## src/rtl/acq_seq_pkg.sv

```systemverilog
`timescale 1ns/1ps
package acq_seq_pkg;
  typedef enum logic [2:0] {
    S_IDLE   = 3'd0,
    S_ARMED  = 3'd1,
    S_STOP   = 3'd2,
    S_SETTLE = 3'd3,
    S_LAUNCH = 3'd4,
    S_READ   = 3'd5,
    S_DONE   = 3'd6
  } seq_state_e;
endpackage

```

## src/rtl/acq_trig_qual.sv

```systemverilog
`timescale 1ns/1ps
// Qualifies triggers: hardware line on rising edge, software pulse as level,
// both accepted only while armed.
module acq_trig_qual (
  input  logic clk,
  input  logic rst_n,
  input  logic armed,
  input  logic hw_trig,
  input  logic sw_trig,
  output logic trig_hit
);
  logic hw_q;

  always_ff @(posedge clk) begin
    if (!rst_n) hw_q <= 1'b0;
    else        hw_q <= hw_trig;
  end

  assign trig_hit = armed & (sw_trig | (hw_trig & ~hw_q));
endmodule

```

## src/rtl/acq_settle_timer.sv

```systemverilog
`timescale 1ns/1ps
// Down-counter for the supply-settling wait; expire marks the last wait cycle.
module acq_settle_timer #(
  parameter int CNT_W = 16
) (
  input  logic             clk,
  input  logic             rst_n,
  input  logic             load,
  input  logic [CNT_W-1:0] load_val,
  input  logic             run,
  output logic             expire
);
  localparam logic [CNT_W-1:0] ONE = {{(CNT_W-1){1'b0}}, 1'b1};
  logic [CNT_W-1:0] cnt;

  always_ff @(posedge clk) begin
    if (!rst_n)                         cnt <= '0;
    else if (load)                      cnt <= load_val;
    else if (run && cnt != '0)          cnt <= cnt - ONE;
  end

  assign expire = run && (cnt == ONE);
endmodule

```

## src/rtl/acq_seq_fsm.sv

```systemverilog
`timescale 1ns/1ps
module acq_seq_fsm
  import acq_seq_pkg::*;
#(
  parameter int CNT_W = 16
) (
  input  logic             clk,
  input  logic             rst_n,
  input  logic             run_en,
  input  logic             trig_hit,
  input  logic             keep_wave,
  input  logic [CNT_W-1:0] settle_cycles,
  input  logic             settle_expire,
  input  logic             rdout_done,
  output seq_state_e       state,
  output logic             kept,
  output logic             settle_load
);
  seq_state_e nxt;
  logic       skip_wait;

  assign skip_wait   = (settle_cycles == '0);
  assign settle_load = (state == S_STOP);

  always_comb begin
    nxt = state;
    unique case (state)
      S_IDLE:   nxt = S_ARMED;
      S_ARMED:  if (trig_hit) nxt = S_STOP;
      S_STOP:   nxt = skip_wait ? S_LAUNCH : S_SETTLE;
      S_SETTLE: if (settle_expire) nxt = S_LAUNCH;
      S_LAUNCH: nxt = S_READ;
      S_READ:   if (rdout_done) nxt = S_DONE;
      S_DONE:   nxt = S_ARMED;
      default:  nxt = S_IDLE;
    endcase
    if (!run_en) nxt = S_IDLE;
  end

  always_ff @(posedge clk) begin
    if (!rst_n) begin
      state <= S_IDLE;
      kept  <= 1'b0;
    end else begin
      state <= nxt;
      if (state == S_ARMED && trig_hit) kept <= keep_wave;
    end
  end
endmodule

```

## src/rtl/acq_out_dec.sv

```systemverilog
`timescale 1ns/1ps
module acq_out_dec
  import acq_seq_pkg::*;
(
  input  seq_state_e state,
  input  logic       kept,
  output logic       wave_en,
  output logic       write_en,
  output logic       rdout_start,
  output logic       busy
);
  always_comb begin
    wave_en     = 1'b0;
    write_en    = 1'b0;
    rdout_start = 1'b0;
    busy        = 1'b0;
    unique case (state)
      S_IDLE:  ;
      S_ARMED: begin wave_en = 1'b1; write_en = 1'b1; end
      S_STOP, S_SETTLE, S_READ: begin
        wave_en = kept; busy = 1'b1;
      end
      S_LAUNCH: begin wave_en = kept; busy = 1'b1; rdout_start = 1'b1; end
      S_DONE:  begin wave_en = 1'b1; write_en = 1'b1; busy = 1'b1; end
      default: ;
    endcase
  end
endmodule

```

## src/rtl/acq_seq_top.sv

```systemverilog
`timescale 1ns/1ps
module acq_seq_top
  import acq_seq_pkg::*;
#(
  parameter int CNT_W = 16
) (
  input  logic             clk,
  input  logic             rst_n,
  input  logic             run_en,
  input  logic             hw_trig,
  input  logic             sw_trig,
  input  logic             keep_wave,
  input  logic [CNT_W-1:0] settle_cycles,
  input  logic             rdout_done,
  output logic             wave_en,
  output logic             write_en,
  output logic             rdout_start,
  output logic             busy
);
  seq_state_e state;
  logic       kept, trig_hit, settle_load, settle_expire;

  acq_trig_qual u_trig (
    .clk(clk), .rst_n(rst_n), .armed(state == S_ARMED),
    .hw_trig(hw_trig), .sw_trig(sw_trig), .trig_hit(trig_hit)
  );

  acq_settle_timer #(.CNT_W(CNT_W)) u_timer (
    .clk(clk), .rst_n(rst_n), .load(settle_load), .load_val(settle_cycles),
    .run(state == S_SETTLE), .expire(settle_expire)
  );

  acq_seq_fsm #(.CNT_W(CNT_W)) u_fsm (
    .clk(clk), .rst_n(rst_n), .run_en(run_en), .trig_hit(trig_hit),
    .keep_wave(keep_wave), .settle_cycles(settle_cycles),
    .settle_expire(settle_expire), .rdout_done(rdout_done),
    .state(state), .kept(kept), .settle_load(settle_load)
  );

  acq_out_dec u_dec (
    .state(state), .kept(kept), .wave_en(wave_en), .write_en(write_en),
    .rdout_start(rdout_start), .busy(busy)
  );
endmodule

```

## config.mk

```make
export PLATFORM = sky130hd
export DESIGN_NAME = acq_seq_top
export DESIGN_NICKNAME = d
export VERILOG_FILES = /design/src/rtl/acq_seq_pkg.sv /design/src/rtl/acq_trig_qual.sv /design/src/rtl/acq_settle_timer.sv /design/src/rtl/acq_seq_fsm.sv /design/src/rtl/acq_out_dec.sv /design/src/rtl/acq_seq_top.sv
export SDC_FILE = /design/constraint.sdc
export NUM_CORES = 1
export LEC_CHECK = 0
export ABC_AREA = 1
export BUFFER_PORTS_ARGS = -buffer_cell sky130_fd_sc_hd__buf_4
export CAP_MARGIN = 30
export CORE_ASPECT_RATIO = 0.9
export CORE_MARGIN = 2
export CORE_UTILIZATION = 45
export CTS_BUF_LIST = sky130_fd_sc_hd__clkbuf_4
export CTS_CLUSTER_DIAMETER = 50
export CTS_CLUSTER_SIZE = 14
export DETAILED_ROUTE_END_ITERATION = 7
export PLACE_DENSITY = 0.79
export SYNTH_ARGS = -nofsm -noshare
export SYNTH_HDL_FRONTEND = slang
export SYNTH_SLANG_ARGS = --single-unit
```

## constraint.sdc

```tcl
create_clock -name clk -period 1.5 [get_ports clk]
set_input_delay 0.075 -clock clk [delete_from_list [all_inputs] [get_ports clk]]
set_output_delay 0.075 -clock clk [all_outputs]
set_load 0.05 [all_outputs]
```

# Word level (Yosys, flattened, before mapping)

Cells that the tools add are included.
W data, S select, Z words.

Reductions and logical operators: 13
$add $sub $neg: 1
Mux-type cells: 11
Eq/ne operators: 10
Bitwise gates (word level): 4

Operators with widths:

| kind                    | number |
|---|---|
| $mux W16                | 2 |
| $pmux W3 S6             | 1 |
| $eq A16 B1 Y1 const B   | 1 |
| $logic_not A16 Y1       | 1 |
| $reduce_bool A16 Y1     | 1 |
| $sub A16 B1 Y16 const B | 1 |
| $mux W3                 | 4 |
| $eq A3 B3 Y1 const B    | 3 |
| $eq A3 B2 Y1 const B    | 2 |
| $reduce_or A5 Y1        | 1 |
| $ne A2 B2 Y1 const B    | 2 |
| $reduce_or A2 Y1        | 2 |
| $reduce_or A4 Y1        | 1 |
| $eq A3 B1 Y1 const B    | 1 |
| $logic_and A1 B1 Y1     | 3 |
| $logic_not A3 Y1        | 1 |
| $mux W1                 | 3 |
| $reduce_and A3 Y1       | 1 |
| $and A1 B1 Y1           | 2 |
| $ne A2 B1 Y1 const B    | 1 |
| $pmux W1 S2             | 1 |
| $reduce_and A2 Y1       | 1 |
| $reduce_bool A2 Y1      | 1 |
| $not A1 Y1              | 1 |
| $or A1 B1 Y1            | 1 |

Register bits: 21
Input bits: 23
Logic and storage cells: 43
Output and inout port bits: 4

# Logic depth before layout (Yosys ltp)

Word-level depth: 6
Mapped depth: 11
Mapped depth without buffers: 11

# By module

Synthesis repeated with hierarchy kept, for this count alone.

Cell total of the unflattened synthesis: 286
Area total of the unflattened synthesis: 1591.5 um^2

Modules (own cells, without submodules):

| module           | sequential area each (um^2) | instances | area each (um^2) | cells an instance |
|---|---|---|---|---|
| acq_settle_timer | 320.3                       | 1         | 1188.6           | 211 |
| acq_seq_fsm      | 80.1                        | 1         | 269.0            | 46 |
| acq_out_dec      | 0.0                         | 1         | 63.8             | 16 |
| acq_trig_qual    | 20.0                        | 1         | 51.3             | 8 |
| acq_seq_top      | 0.0                         | 1         | 18.8             | 5 |

# Worst setup path before layout

Ideal clock, no wire load.

Path kind: flip-flop to output port
Start point: register u_fsm.state[0]
End point: output rdout_start
Arrival time: 1574 ps
Buffers on the path: 1
Required time: 1425 ps
Stages on the path, launching flop included: 3
Setup slack: -149 ps
Cells stage by stage: dfxtp_1 -> clkbuf_1 -> nor3_1

Longest elaborated chain between the ends: 2

Ends and longest elaborated chain:

| item                     | line              | text |
|---|---|---|
| start: declaration       | acq_seq_fsm.sv:15 | `output seq_state_e state,` |
| start signal: assignment | acq_seq_fsm.sv:45 | `state <= nxt;` |
| $eq A3 B3 Y1             | acq_out_dec.sv:17 | `unique case (state)` |
| $mux W1                  | acq_out_dec.sv:17 |  |
| end: declaration         | acq_seq_top.sv:17 | `output logic rdout_start,` |

Every way passes these cells.

# Worst setup path in the final report

Start point: register u_fsm.state[1]
End point: output wave_en

Longest elaborated chain between the ends: 3
Elaborated cells on any way between the ends: 9
Those cells by class: 6 x eq/ne; 1 x mux; 2 x reduce/logical

Ends and longest elaborated chain:

| item                                                                         | line              | text |
|---|---|---|
| $eq A3 B2 Y1 (tied with other cells)                                         | acq_out_dec.sv:17 |  |
| $reduce_or A4 Y1 (no source line) / $reduce_or A2 Y1 (equally long branches) | -                 |  |
| $pmux W1 S2 (*)                                                              | acq_out_dec.sv:17 |  |
| end: declaration                                                             | acq_seq_top.sv:15 | `output logic wave_en,` |

Mark *: on every way between the ends. The rest lies on a longest branch, timed or not.

==> run metrics <==
global-route wire length before repair=between 6000 and 7000 um; Hold Startpoint=run_en; peak supply drop=roughly 0.43 mV; Pint=slightly below 1000 uW; number of synthesized flops with an enable pin=0; DRT iter0 DRCs=between 150 and 200; NetSw=about 630 uW; Die ar.=between 0.004 and 0.005 mm2; Most Crowded Layer GR=met2; layout cells sized above 1=approximately a quarter; leakage dissipation=around 0.0010 uW; Hold Path End=u_fsm.state[0]$_SDFFE_PN0P_; # rows=20; failing checks=setup timing; clk sinks=21; I/O Pins=27; Core Area=~0.0034 mm2; CTS Buf Count=3; Cell Pwr Density=777 mW/mm2; largest net degree at the start of global routing=16; Synth Flop Type=dfxtp_1; CTS tree=done; met2 usage=a little under two fifths; worst-case reg-to-reg path depth=9; skew final=~0.0053 ns; pre-CTS WS=between 0.07 and 0.08 ns; DRC viols=0; initial antenna violation count=0; critical setup path kind=register to output port; sw frac=39.0%; fin crit share=100%; met3 GRT Util=5.19%; CP Capture Type=output port; DR vias=around 1900; Mapped Nets=between 300 and 400; top post-synthesis cells by count=nand2_1 (75), nor2_1 (58), inv_1 (28), nand3_1 (26), dfxtp_1 (21); asr flop ratio synth=0%; fill count=324; Design Area, Final=~0.0021 mm2; relative slew slack=77.2%; gp weighted congestion=0.913; vias per cell=about 5; CP Max Fanout=3; Post-DP Area=0.00192 mm2; FMAX=around 660 MHz; Worst setup SP type=register; area leader, netlist=dfxtp_1; total grt overflow=0; GR Util All Layers=22.5%; routed length per instance=12.3 um; post-synth top area share=between 20% and 30%; reg-to-reg slack, setup=0.08 ns; Setup TNS=-0.00673 ns; maxcap violations=0; final setup fails=1; Clk Latency, worst-skew pair=between 0.3 and 0.4 ns; CTS Buffer Depth=2; Layout Area Growth over Synthesis=30.4%; synth top area cells=dfxtp_1 (26%), nand2_1 (18%), nor2_1 (14%), nand3_1 (8.2%), inv_1 (6.6%); Gate power share=a little over two fifths; CP Data Required Time=1.42 ns; FF+latch count, synth=21; vias in the first global route=1551; most frequent cell after synthesis=nand2_1; fin crit period=between 1.5 and 2 ns; status=complete, but fails checks; # nets final=348; Worst R2R End=u_timer.cnt[10]$_SDFFE_PN0P_; Syn Std Cell Area=roughly 0.0016 mm2; cells after synthesis=roughly 280; htree depth=1; die height=about 60 um; drt total wl=between 4000 and 5000 um; Worst EP arrival=about 1.4 ns; Post-DRT Antenna Nets=0; Critical R2R Launch=u_timer.cnt[2]$_SDFFE_PN0P_; Synth cell types=24; setup ws final=-0.00673 ns; CTS clk-pin slew, worst paths=about 0.13 ns; clock share of power=19.7%; Reg power frac=a little under two fifths; Pre-antenna DRT Iters=5; worst min path class=input pin to register; synthesized area per cell=between 5 and 6 um2; WHS Path Cells=3; DP Wirelength=between 3000 and 4000 um; IO Port Bufs=26; grt met1 use=30.4%; unrepaired setup endpoints after global routing=yes; diode count=0; Max Transition Viols Final=0; Seq/Total Area, Yosys=between 20% and 30%; synth warn=0; Starting Density=47.2%; worst-margin pin slew=around 0.34 ns; chip width=66.7 um; Final Hold Vio Count=0; Root Driver=clkbuf_4; overall power=1620 uW
## final cells by class
class	instances	area, um2	share of cell area (%)
sequential	21	429	20.7
multi-input combinational	220	1090	52.5
timing repair buffer	44	349	16.8
tap	44	55.1	2.65
clock buffer	4	30.0	1.44
inverter	33	124	5.96
## power groups by stage
stage / combinational, uW / clock (uW) / sequential (uW)
4_1_cts: 637 / 322 / 611
3_5_place_dp: 624 / 0 / 625
2_1_floorplan: 442 / 0 / 621
5_1_grt: 754 / 348 / 621
3_3_place_gp: 615 / 0 / 625
6_report: 681 / 318 / 617
## state kept, by name, indices dropped and copies added (netlist names)
register,count
u_timer.cnt,16
u_fsm.kept,1
u_fsm.state,3
u_trig.hw_q,1
## cells in the final DEF (no fill, tap or decap), drive strengths merged
cell type / n
nor3: 4
clkbuf: 4
buf: 43
o21bai: 2
nand4: 1
dfxtp: 21
nor2: 67
nand2: 80
inv: 32
xor2: 1
o21ai: 18
ha: 2
dlygate4sd3: 1
nand3: 27
clkinv: 1
a31oi: 1
nand3b: 1
a21oi: 16
## per-layer routing
metal	vias to the layer above	share of wire (%)
met5	-	0
met2	61	46
met4	0	1.0
li1	965	-
met3	8	5.1
met1	851	48
## through the flow
stage | std cells | hold WS [ns] | utilization, %
floorplan | 281 | 0.168 | -
global placement | 358 | 0.264 | 56.8
detailed placement | 358 | 0.269 | 56.8
CTS | 364 | 0.0155 | 58.9
global route | 366 | 0.0202 | 61.5
finish | 366 | 0.0145 | 61.5
## what timing repair did
action | 4_1_cts | 5_1_grt
resized for setup | 9 | 20
endpoints found under the hold margin | 1 | 0
endpoints found under the setup margin | 2 | 20
hold buffers | 1 | 0
pin swaps | 1 | 3
setup buffers | 2 | 2
## worst max-delay path, stage by stage (launching register included)
cell     delay (ns)
dfxtp_2        0.35
buf_4          0.14
nor2_1         0.22
nand2_1        0.13
nand3_1        0.12
buf_6          0.16
## how the worst max path moves through the flow
| stage | start | end | depth (start not counted) |
|---|---|---|---|
| 2_1_floorplan | u_timer.cnt[0]$_SDFFE_PN0P_ | u_timer.cnt[7]$_SDFFE_PN0P_ | 9 |
| 3_3_place_gp | u_timer.cnt[10]$_SDFFE_PN0P_ | u_timer.cnt[8]$_SDFFE_PN0P_ | 9 |
| 3_5_place_dp | u_timer.cnt[0]$_SDFFE_PN0P_ | u_timer.cnt[10]$_SDFFE_PN0P_ | 10 |
| 4_1_cts | u_fsm.state[1]$_SDFFE_PN0P_ | wave_en | 7 |
| 5_1_grt | u_fsm.state[1]$_SDFFE_PN0P_ | wave_en | 7 |
| 6_report | u_fsm.state[1]$_SDFFE_PN0P_ | wave_en | 5 |
## cell families after synthesis
group / synth area share, %
buffers and inverters: 10.8
xor gates and xnor gates: 0.550
DFF: 26.4
AOI/OAI and AO/OA: 12.0
and+or+nand+nor: 48.7
adders and majority gates: 1.57
(Power assumes the default switching activity.)
